### config.mk
export PLATFORM = sky130hd
export DESIGN_NAME = pxa_engine
export DESIGN_NICKNAME = d
export VERILOG_FILES = /design/src/rtl/pxa_pkg.sv /design/src/rtl/pxa_decode.sv /design/src/rtl/pxa_seq.sv /design/src/rtl/pxa_engine.sv
export SDC_FILE = /design/constraint.sdc
export NUM_CORES = 1
export LEC_CHECK = 0
export ABC_CLOCK_PERIOD_IN_PS = 2900
export BUFFER_PORTS_ARGS = -buffer_cell sky130_fd_sc_hd__buf_2
export CAP_MARGIN = 25
export CORE_MARGIN = 2
export CORE_UTILIZATION = 50
export CTS_BUF_LIST = sky130_fd_sc_hd__clkbuf_8
export CTS_CLUSTER_DIAMETER = 80
export DETAILED_ROUTE_END_ITERATION = 6
export PLACE_DENSITY = 0.79
export SETUP_SLACK_MARGIN = 0.15
export SKIP_CTS_REPAIR_TIMING = 1
export SYNTH_ARGS = -nofsm -noshare
export SYNTH_HDL_FRONTEND = slang
export SYNTH_SLANG_ARGS = --single-unit
### constraint.sdc
create_clock -name clk -period 2.9 [get_ports clk]
set_input_delay 0.29 -clock clk [delete_from_list [all_inputs] [get_ports clk]]
set_output_delay 0.29 -clock clk [all_outputs]
set_load 0.1 [all_outputs]
### src/rtl/pxa_pkg.sv
// Shared constants and types for the pixel write engine.
// Assumes a run length of 32, matching the 32-bit register data word.
package pxa_pkg;
    localparam int RUN_LEN = 32;
    localparam int LEN_W   = $clog2(RUN_LEN);
    localparam int CNT_W   = LEN_W + 1;
    localparam int SRC_W   = 24;
    localparam int DATA_W  = 32;
    localparam logic [1:0] SIZE_WORD = 2'd2;

    typedef enum logic [1:0] {
        SEL_STIP  = 2'd0,
        SEL_BLIT  = 2'd1,
        SEL_COLOR = 2'd2,
        SEL_NONE  = 2'd3
    } sel_e;

    typedef enum logic [2:0] {
        ST_IDLE,
        ST_STIP,
        ST_FILL,
        ST_CRD,
        ST_CWR
    } st_e;
endpackage

### src/rtl/pxa_decode.sv
// Request decoder: splits an accepted register access into operation starts.
// Purely combinational. Assumes PIX_AW <= 24 so a source fits the data field.
module pxa_decode
    import pxa_pkg::*;
#(
    parameter int PIX_AW = 20,
    parameter int COL_W  = 8,
    parameter int REG_AW = PIX_AW + 5
) (
    input  logic               accept,
    input  logic               wr,
    input  logic [1:0]         size,
    input  logic [REG_AW-1:0]  addr,
    input  logic [DATA_W-1:0]  data,
    output logic               go_stip,
    output logic               go_blit,
    output logic               go_fill,
    output logic               color_we,
    output logic [COL_W-1:0]   color_val,
    output logic [PIX_AW-1:0]  dst,
    output logic [PIX_AW-1:0]  src,
    output logic [LEN_W-1:0]   len_m1,
    output logic [RUN_LEN-1:0] pattern
);
    sel_e sel;
    logic act;

    // Field extraction and function select.
    always_comb begin
        sel       = sel_e'(addr[PIX_AW+4:PIX_AW+3]);
        act       = accept && wr && (size == SIZE_WORD);
        dst       = addr[PIX_AW+2:3];
        src       = data[PIX_AW-1:0];
        len_m1    = data[SRC_W+LEN_W-1:SRC_W];
        pattern   = data[RUN_LEN-1:0];
        color_val = data[COL_W-1:0];
        go_stip   = act && (sel == SEL_STIP);
        go_blit   = act && (sel == SEL_BLIT);
        color_we  = act && (sel == SEL_COLOR);
        go_fill   = &data[SRC_W-1:0];
    end
endmodule

### src/rtl/pxa_seq.sv
// Operation sequencer: walks a stipple, fill or copy run one access per
// cycle on the framebuffer port, then reports the touched region.
// Assumes memory read data is valid one cycle after a read request.
module pxa_seq
    import pxa_pkg::*;
#(
    parameter int PIX_AW = 20,
    parameter int COL_W  = 8
) (
    input  logic               clk,
    input  logic               rst_n,
    input  logic               go_stip,
    input  logic               go_blit,
    input  logic               go_fill,
    input  logic [PIX_AW-1:0]  dst,
    input  logic [PIX_AW-1:0]  src,
    input  logic [LEN_W-1:0]   len_m1,
    input  logic [RUN_LEN-1:0] pattern,
    input  logic [COL_W-1:0]   color,
    output logic               busy,
    output logic               mem_req,
    output logic               mem_we,
    output logic [PIX_AW-1:0]  mem_addr,
    output logic [COL_W-1:0]   mem_wdata,
    input  logic [COL_W-1:0]   mem_rdata,
    output logic               done,
    output logic [PIX_AW-1:0]  done_addr,
    output logic [CNT_W-1:0]   done_len
);
    st_e                st;
    logic [LEN_W-1:0]   idx;
    logic [LEN_W-1:0]   last_q;
    logic [PIX_AW-1:0]  dst_q;
    logic [PIX_AW-1:0]  src_q;
    logic [RUN_LEN-1:0] pat_q;
    logic [COL_W-1:0]   col_q;
    logic               at_last;
    logic [PIX_AW-1:0]  idx_ext;

    // Run position helpers.
    always_comb begin
        at_last = (idx == last_q);
        idx_ext = PIX_AW'(idx);
    end

    // State walk, run registers and completion report.
    always_ff @(posedge clk) begin
        if (!rst_n) begin
            st        <= ST_IDLE;
            idx       <= '0;
            last_q    <= '0;
            dst_q     <= '0;
            src_q     <= '0;
            pat_q     <= '0;
            col_q     <= '0;
            done      <= 1'b0;
            done_addr <= '0;
            done_len  <= '0;
        end else begin
            done <= 1'b0;
            case (st)
                ST_IDLE: begin
                    if (go_stip || go_blit) begin
                        dst_q <= dst;
                        src_q <= src;
                        col_q <= color;
                        pat_q <= pattern;
                        idx   <= '0;
                        if (go_stip) begin
                            st     <= ST_STIP;
                            last_q <= LEN_W'(RUN_LEN - 1);
                        end else begin
                            st     <= go_fill ? ST_FILL : ST_CRD;
                            last_q <= len_m1;
                        end
                    end
                end
                ST_CRD: st <= ST_CWR;
                default: begin
                    if (st == ST_STIP) pat_q <= pat_q << 1;
                    if (at_last) begin
                        st        <= ST_IDLE;
                        done      <= 1'b1;
                        done_addr <= dst_q;
                        done_len  <= CNT_W'(last_q) + CNT_W'(1);
                    end else begin
                        idx <= idx + LEN_W'(1);
                        if (st == ST_CWR) st <= ST_CRD;
                    end
                end
            endcase
        end
    end

    // Framebuffer port drive for the current step.
    always_comb begin
        busy      = (st != ST_IDLE);
        mem_req   = ((st == ST_STIP) && pat_q[RUN_LEN-1]) || (st == ST_FILL)
                    || (st == ST_CRD) || (st == ST_CWR);
        mem_we    = (st != ST_CRD);
        mem_addr  = (st == ST_CRD) ? (src_q + idx_ext) : (dst_q + idx_ext);
        mem_wdata = (st == ST_CWR) ? mem_rdata : col_q;
    end

    p_idle_quiet_r1: assert property (@(posedge clk) disable iff (!rst_n)
        !busy |-> !mem_req);
    p_read_then_write_r4: assert property (@(posedge clk) disable iff (!rst_n)
        (mem_req && mem_we && st == ST_CWR) |-> $past(mem_req && !mem_we));
    p_fill_ascends_r5: assert property (@(posedge clk) disable iff (!rst_n)
        (st == ST_FILL && $past(st == ST_FILL)) |-> mem_addr == $past(mem_addr) + PIX_AW'(1));
    p_no_start_busy_r8: assert property (@(posedge clk) disable iff (!rst_n)
        (go_stip || go_blit) |-> !busy);
    p_done_single_r9: assert property (@(posedge clk) disable iff (!rst_n)
        done |=> !done);
    p_done_len_r9: assert property (@(posedge clk) disable iff (!rst_n)
        done |-> (done_len >= CNT_W'(1) && done_len <= CNT_W'(RUN_LEN) && !busy));
endmodule

### src/rtl/pxa_engine.sv
// Top of the pixel write engine: register handshake, fill colour, read
// response and the operation sequencer. Stalls all access while busy.
module pxa_engine
    import pxa_pkg::*;
#(
    parameter int PIX_AW = 20,
    parameter int COL_W  = 8,
    parameter int REG_AW = PIX_AW + 5
) (
    input  logic              clk,
    input  logic              rst_n,
    input  logic              reg_valid,
    output logic              reg_ready,
    input  logic              reg_write,
    input  logic [1:0]        reg_size,
    input  logic [REG_AW-1:0] reg_addr,
    input  logic [31:0]       reg_wdata,
    output logic              rd_valid,
    output logic [31:0]       rd_data,
    output logic              busy,
    output logic              mem_req,
    output logic              mem_we,
    output logic [PIX_AW-1:0] mem_addr,
    output logic [COL_W-1:0]  mem_wdata,
    input  logic [COL_W-1:0]  mem_rdata,
    output logic              done,
    output logic [PIX_AW-1:0] done_addr,
    output logic [5:0]        done_len
);
    logic               accept;
    logic               go_stip, go_blit, go_fill, color_we;
    logic [COL_W-1:0]   color_val, color_q;
    logic [PIX_AW-1:0]  dec_dst, dec_src;
    logic [LEN_W-1:0]   dec_len;
    logic [RUN_LEN-1:0] dec_pat;
    logic [CNT_W-1:0]   len_w;

    // Handshake: accept only when the sequencer is idle.
    always_comb begin
        reg_ready = !busy;
        accept    = reg_valid && reg_ready;
        done_len  = 6'(len_w);
    end

    pxa_decode #(.PIX_AW(PIX_AW), .COL_W(COL_W), .REG_AW(REG_AW)) u_dec (
        .accept(accept), .wr(reg_write), .size(reg_size), .addr(reg_addr),
        .data(reg_wdata), .go_stip(go_stip), .go_blit(go_blit),
        .go_fill(go_fill), .color_we(color_we), .color_val(color_val),
        .dst(dec_dst), .src(dec_src), .len_m1(dec_len), .pattern(dec_pat)
    );

    // Fill colour register.
    always_ff @(posedge clk) begin
        if (!rst_n)        color_q <= '0;
        else if (color_we) color_q <= color_val;
    end

    // Read response: every read completes next cycle with zero data.
    always_ff @(posedge clk) begin
        if (!rst_n) begin
            rd_valid <= 1'b0;
            rd_data  <= '0;
        end else begin
            rd_valid <= accept && !reg_write;
            rd_data  <= '0;
        end
    end

    pxa_seq #(.PIX_AW(PIX_AW), .COL_W(COL_W)) u_seq (
        .clk(clk), .rst_n(rst_n), .go_stip(go_stip), .go_blit(go_blit),
        .go_fill(go_fill), .dst(dec_dst), .src(dec_src), .len_m1(dec_len),
        .pattern(dec_pat), .color(color_q), .busy(busy), .mem_req(mem_req),
        .mem_we(mem_we), .mem_addr(mem_addr), .mem_wdata(mem_wdata),
        .mem_rdata(mem_rdata), .done(done), .done_addr(done_addr),
        .done_len(len_w)
    );

    p_rd_follows_read_r7: assert property (@(posedge clk) disable iff (!rst_n)
        rd_valid |-> $past(reg_valid && reg_ready && !reg_write));
    p_busy_blocks_r8: assert property (@(posedge clk) disable iff (!rst_n)
        (reg_valid && busy) |=> !$rose(rd_valid));
endmodule

==> qor.csv, run 1 <==
stage,metric,value,unit
status,outcome,finished with violations,
status,violations,setup timing,
yosys,synth_top_flop_cell,dfxtp_1,
sta,maxSlewHeadroom,0.553,
yosys,ys_seq_area_frac,0.405,
floorplan,die-height,117,µm
routing,drc,0,
pwr,power_switching,2.05,mW
worst_hold_path,hold_path.startpoint,reg_addr[8],
sta,skew,0.0106,ns
placement,dp_cells,1065,
routing,ant_nets,0,
sta,finalHoldViolations,0,
routing,drt_iter0_drc,403,
critical_path,worstSetupPathType,reg2out,
global_route,grt_use_total,0.250,
sta,fmax,302,MHz
global_route,grt-ovfl-total,0,
sta,drv_slew,0,
floorplan,rows,41,
pwr,clkPwrFrac,0.309,
routing,finalWirelength,17200,µm
layout,finalNonFillerCells,1100,
sta,worst_pin_slew,0.670,ns
floorplan,die-area,0.0137,mm²
sta,period_share,1.14,
layout,fillers,1016,
critical_path,worstRegToRegCells,8,
clock_tree,cts_buffer_depth,2,
critical_path,critPathMaxFanout,5,
yosys,synth_edf_count,0,
critical_path,reg2reg_slack,0.70,ns
floorplan,coreArea,0.0125,mm²
sta,fin_ws,-0.413,ns
clock_tree,htreeDepth,4,
worst_hold_path,min_delay_worst_endpoint,u_seq.dst_q[5]$_SDFFE_PN0P_,
yosys,synth_seq_cells,129,
yosys,ys_types,52,
clock_tree,cts_sinks,129,
global_route,antenna_found_initial,0,
sta,setup_viol,16,
critical_path,cp-start-kind,flop,
placement,io_buffer_count,127,
sta,timing.final.crit_period,3.31,ns
pwr,intPower,3.25,mW
floorplan,start_util,0.509,
global_route,grt_max_degree,64,
critical_path,cp_data_required_time,2.61,ns
sta,rsz0062_at_grt,true,
routing,num_vias,6052,
pwr,ir_drop,0.359,mV
layout,syn2layout_area_growth,32.6,%
global_route,grt_pass1_vias,5520,
worst_hold_path,hold_path_class,in2reg,
floorplan,pin_count,163,
flow_run,maxCapViolCount,0,
yosys,syn_area_per_cell,8.08,µm²
routing,wl_per_cell,15.7,µm
clock_tree,tritoncts,yes,
layout,drive_gt1_frac,0.284,
critical_path,endpoint_kind,output port,
yosys,synth_cells,789,
clock_tree,numCtsBuffers,17,
critical_path,r2r_end,u_seq.last_q[1]$_SDFFE_PN0P_,
layout,num_antenna_cells,0,
floorplan,chipWidth,117,µm
yosys,yosysWarnings,0,
yosys,synthArstFlopShare,0,
critical_path,arrival,3.02,ns
clock_tree,path_clk_slew,0.08,ns
placement,gp_congestion,0.857,
pwr,p_seq_frac,0.382,
layout,final_cell_mix,"nand2_1, dfxtp_1, buf_2",
layout,nets,996,
pwr,sw_frac_of_total,0.387,
yosys,syn-cell-area,0.00638,mm²
pwr,p_leak,3.37,nW
pwr,comb_power_share,0.309,
critical_path,reg2reg_from,u_seq.st[2]$_SDFFE_PN0P_,
clock_tree,insertion_delay,0.46,ns
pwr,powerDensity,626,mW/mm²
routing,avgViaCountPerCell,5.50,
worst_hold_path,min_path_cells,3,
routing,first_pass_iters,5,
clock_tree,cts_root_buffer,clkbuf_8,
pwr,power,5.30,mW
layout,final_common_cell,nand2_1,
placement,place_hpwl,11500,µm
global_route,grt_pass1_wl,26700,µm
worst max-delay path: stages (launching register included):
cell	delay [ns]
dfxtp_1	0.33
and3b_2	0.24
buf_4	0.16
nand2_2	0.09
nand2_4	0.07
ha_4	0.22
a21o_1	0.24
nor3_4	0.37
a2111oi_4	0.07
mux2_4	0.31
o211ai_1	0.18
clkbuf_16	0.28
metrics by stage:
step                       util  worst slack, ns  TNS (ns)  instance area (µm²)  hold slack [ns]
after floorplan               -           -0.837     -9.60                 6870            0.367
after global placement    0.621          0.00928         0                 7780            0.441
after detailed placement  0.621          -0.0279   -0.0833                 7780            0.448
after CTS                 0.655           -0.558     -7.41                 8200          -0.0338
after global routing      0.676           -0.576     -7.12                 8460           0.0467
final                     0.676           -0.413     -4.94                 8460           0.0625
cell type report:
cell class,count,area (µm²),area share
Multi-Input combinational cell,599,3970,0.469
Sequential cell,129,2580,0.305
Clock buffer,19,262,0.0309
Inverter,7,30.0,0.00355
Timing Repair Buffer,161,1240,0.146
Tap cell,172,215,0.0255
Clock inverter,13,160,0.0189
per-layer routing:
metal / vias up / track usage / share of wire
met1: 2904 / 0.328 / 0.43
li1: 2896 / - / -
met3: 41 / 0.0582 / 0.061
met4: 0 / 0.103 / 0.020
met5: - / 0 / 0
met2: 211 / 0.397 / 0.49
cell families (layout without fill, tap and decap cells):
group	count (synthesis)	count (layout)	share of synthesized area
AND/OR/NAND/NOR	352	352	0.239
flip-flops	129	129	0.405
AO/OA/AOI/OAI	124	124	0.130
buffers and inverters	92	200	0.0818
multiplexers	53	53	0.0850
XOR/XNOR	28	28	0.0385
adder cells (fa/ha/maj)	10	10	0.0208
other	1	32	0.000588
power by group through the flow:
stage	Combinational, mW	Sequential (mW)	Clock (mW)
global route	1.76	2.05	1.75
finish	1.64	2.02	1.64
floorplan	1.15	2.26	0
CTS	1.63	2.02	1.66
global placement	1.61	2.06	0
detailed placement	1.62	2.06	0
cell usage after synthesis (9+ instances only):
| cell | instances | area (µm²) |
|---|---|---|
| ha_1 | 9 | 113 |
| nand3_1 | 24 | 120 |
| nand2_1 | 193 | 724 |
| xor2_1 | 12 | 105 |
| dfxtp_1 | 129 | 2580 |
| buf_2 | 13 | 65.1 |
| nor3_1 | 12 | 60.1 |
| a311oi_1 | 32 | 280 |
| clkbuf_1 | 34 | 128 |
| nor2_1 | 80 | 300 |
| xnor2_1 | 16 | 140 |
| mux2i_1 | 44 | 440 |
| nand4_1 | 10 | 62.6 |
| buf_4 | 35 | 263 |
| a21oi_1 | 59 | 295 |
state kept, by name (all words and copies together) (netlist names):
signal           flops
u_seq.col_q          8
u_seq.src_q         20
rd_valid             1
u_seq.done           1
u_seq.done_len       6
color_q              8
u_seq.st             3
u_seq.dst_q         20
u_seq.pat_q         32
u_seq.idx            5
u_seq.last_q         5
u_seq.done_addr     20
worst max-delay path by stage:
| stage | startpoint | end | slack [ns] | cells past startpoint |
|---|---|---|---|---|
| floorplan | u_seq.st[2]$_SDFFE_PN0P_ | mem_addr[17] | -0.84 | 13 |
| global placement | u_seq.st[2]$_SDFFE_PN0P_ | mem_addr[14] | 0.009 | 13 |
| detailed placement | u_seq.st[2]$_SDFFE_PN0P_ | mem_addr[17] | -0.03 | 11 |
| CTS | u_seq.st[2]$_SDFFE_PN0P_ | mem_addr[17] | -0.56 | 11 |
| global route | u_seq.st[2]$_SDFFE_PN0P_ | mem_addr[10] | -0.58 | 13 |
| finish | u_seq.st[2]$_SDFFE_PN0P_ | mem_addr[17] | -0.41 | 11 |
Note: power is estimated with default switching activity, not from simulation.
==> run 2: changes to the inputs <==
ABC_CLOCK_PERIOD_IN_PS = 4200   (was 2900)
CORE_ASPECT_RATIO = 0.7   (was not set)
CORE_UTILIZATION = 59   (was 50)
PLACE_DENSITY = 0.88   (was 0.79)
clock period = 4.2 ns   (was 2.9 ns; I/O delays follow)
==> qor.csv, run 2 (same netlist as run 1, synthesis figures left out) <==
stage,metric,value,unit
status,outcome,"finished, final reports clean",
layout,final_common_cell,nand2_1,
routing,ant_nets,0,
pwr,p_leak,3.20,nW
clock_tree,htreeDepth,4,
layout,drive_gt1_frac,0.223,
placement,gp_congestion,0.899,
global_route,grt_use_total,0.289,
layout,final_cell_mix,"nand2_1, dfxtp_1, buf_2",
floorplan,coreArea,0.0104,mm²
pwr,power,3.68,mW
sta,worst_pin_slew,0.821,ns
critical_path,cpMostUsedCell,nand2_1,
clock_tree,path_clk_slew,0.08,ns
critical_path,critPathMaxFanout,10,
flow_run,maxCapViolCount,0,
floorplan,start_util,0.611,
sta,setup_viol,0,
critical_path,worstRegToRegCells,7,
critical_path,crit_end,mem_addr[14],
layout,largest_register,u_seq.pat_q,
critical_path,reg2reg_from,u_seq.st[2]$_SDFFE_PN0P_,
global_route,antenna_found_initial,0,
critical_path,arrival,3.40,ns
sta,maxSlewHeadroom,0.451,
critical_path,critPathMaxStageDelay,0.46,ns
critical_path,startpoint,u_seq.st[0]$_SDFFE_PN0P_,
floorplan,rows,31,
critical_path,critPathTopFamily,simple AND/OR/NAND/NOR gates,
layout,syn2layout_area_growth,19.7,%
routing,drc,0,
clock_tree,cts_buffer_depth,2,
pwr,ir_drop,0.318,mV
layout,num_antenna_cells,0,
critical_path,cp_data_required_time,3.78,ns
global_route,grt_pass1_wl,26900,µm
sta,fin_tns_setup,0,ns
routing,num_vias,5979,
critical_path,cp-start-kind,flop,
clock_tree,numCtsBuffers,17,
placement,place_hpwl,11500,µm
placement,pre_cts_slack,0.590,ns
routing,avgViaCountPerCell,5.76,
critical_path,path_cells,"and3b_2, inv_4, nand2_1, nand2_1, ha_1, fa_1, a21o_1, a31oi_4, nor4_1, xnor2_1, mux2i_2, buf_12",
floorplan,die-area,0.0117,mm²
critical_path,reg2reg_slack,1.41,ns
floorplan,pin_count,163,
layout,fin_util,0.732,
layout,fillers,780,
routing,drt_iter0_drc,515,
sta,timing.final.crit_period,3.82,ns
worst_hold_path,hold_path_class,in2reg,
routing,wl_per_cell,16.1,µm
clock_tree,tritoncts,yes,
layout,largest_reg_flops,32,
sta,rsz0062_at_grt,false,
clock_tree,cts_root_buffer,clkbuf_8,
sta,drv_slew,0,
layout,nets,974,
critical_path,r2r_end,u_seq.last_q[1]$_SDFFE_PN0P_,
critical_path,worst-path-stages,12,
floorplan,die-height,91.0,µm
sta,finalHoldViolations,0,
sta,fmax,262,MHz
critical_path,endpoint_kind,output port,
global_route,grt_pass1_vias,5367,
sta,period_share,0.909,
global_route,grt-ovfl-total,0,
critical_path,cp_slowest_cell,dfxtp_1,
critical_path,cp.buffers_inverters,2,
floorplan,chipWidth,128,µm
placement,io_buffer_count,127,
global_route,grt_max_degree,72,
pwr,powerDensity,482,mW/mm²
clock_tree,insertion_delay,0.44,ns
routing,finalWirelength,16700,µm
critical_path,worstSetupPathType,reg2out,
routing,first_pass_iters,4,
clock_tree,cts_sinks,129,
sta,fin_ws,0.380,ns
sta,skew,0.00934,ns
-- run 2: cell types whose count changed in the layout (fill, tap and decap cells not counted), moves of 5 or more --
| cell | previous run | this run |
|---|---|---|
| buf_4 | 27 | 10 |
| buf_12 | 21 | 9 |
| buf_2 | 107 | 118 |
| nand2_1 | 183 | 192 |
| ha_1 | 3 | 9 |
| nand2_4 | 5 | 0 |
| nor4_1 | 1 | 6 |
| nor4_2 | 5 | 0 |
-- run 2: how the worst min path moves through the flow --
stage                                  startpoint                     endpoint  slack [ns]  cells past startpoint
after floorplan           color_q[0]$_SDFFE_PN0P_  u_seq.col_q[0]$_SDFFE_PN0P_        0.43                      2
after global placement    color_q[2]$_SDFFE_PN0P_  u_seq.col_q[2]$_SDFFE_PN0P_        0.44                      2
after detailed placement  color_q[4]$_SDFFE_PN0P_  u_seq.col_q[4]$_SDFFE_PN0P_        0.45                      2
after CTS                               reg_write          rd_valid$_SDFF_PN0_        0.15                      2
after global routing                    reg_write          rd_valid$_SDFF_PN0_        0.16                      2
final                                   reg_write          rd_valid$_SDFF_PN0_        0.16                      2
-- run 2: routing by layer --
metal  up-vias  part of all wire  global-route usage  routed length, µm
li1       2859                 -                   -                  -
met1      2784              0.45               0.418               7550
met2       290              0.43               0.417               7220
met3        46             0.091              0.0689               1520
met4         0             0.027               0.111                446
met5         -                 0                   0                  0
-- run 2: cell type report --
cell class | instances | area [µm²] | area share
Multi-Input combinational cell | 599 | 3520 | 0.462
Sequential cell | 129 | 2580 | 0.339
Timing Repair Buffer | 139 | 881 | 0.115
Clock buffer | 21 | 289 | 0.0379
Tap cell | 132 | 165 | 0.0216
Clock inverter | 11 | 159 | 0.0208
Inverter | 7 | 30.0 | 0.00393
-- run 2: through the flow --
step	instances	cell area, µm²	hold WS [ns]
global route	1038	7630	0.155
floorplan	820	6620	0.432
finish	1038	7630	0.160
global placement	1003	7110	0.437
detailed placement	1004	7140	0.450
CTS	1036	7590	0.145
-- run 2: where the power goes --
group,switching (mW),internal (mW),leakage [nW]
registers,0.0733,1.34,1.04
clock network,0.481,0.704,0.229
logic,0.827,0.258,1.93
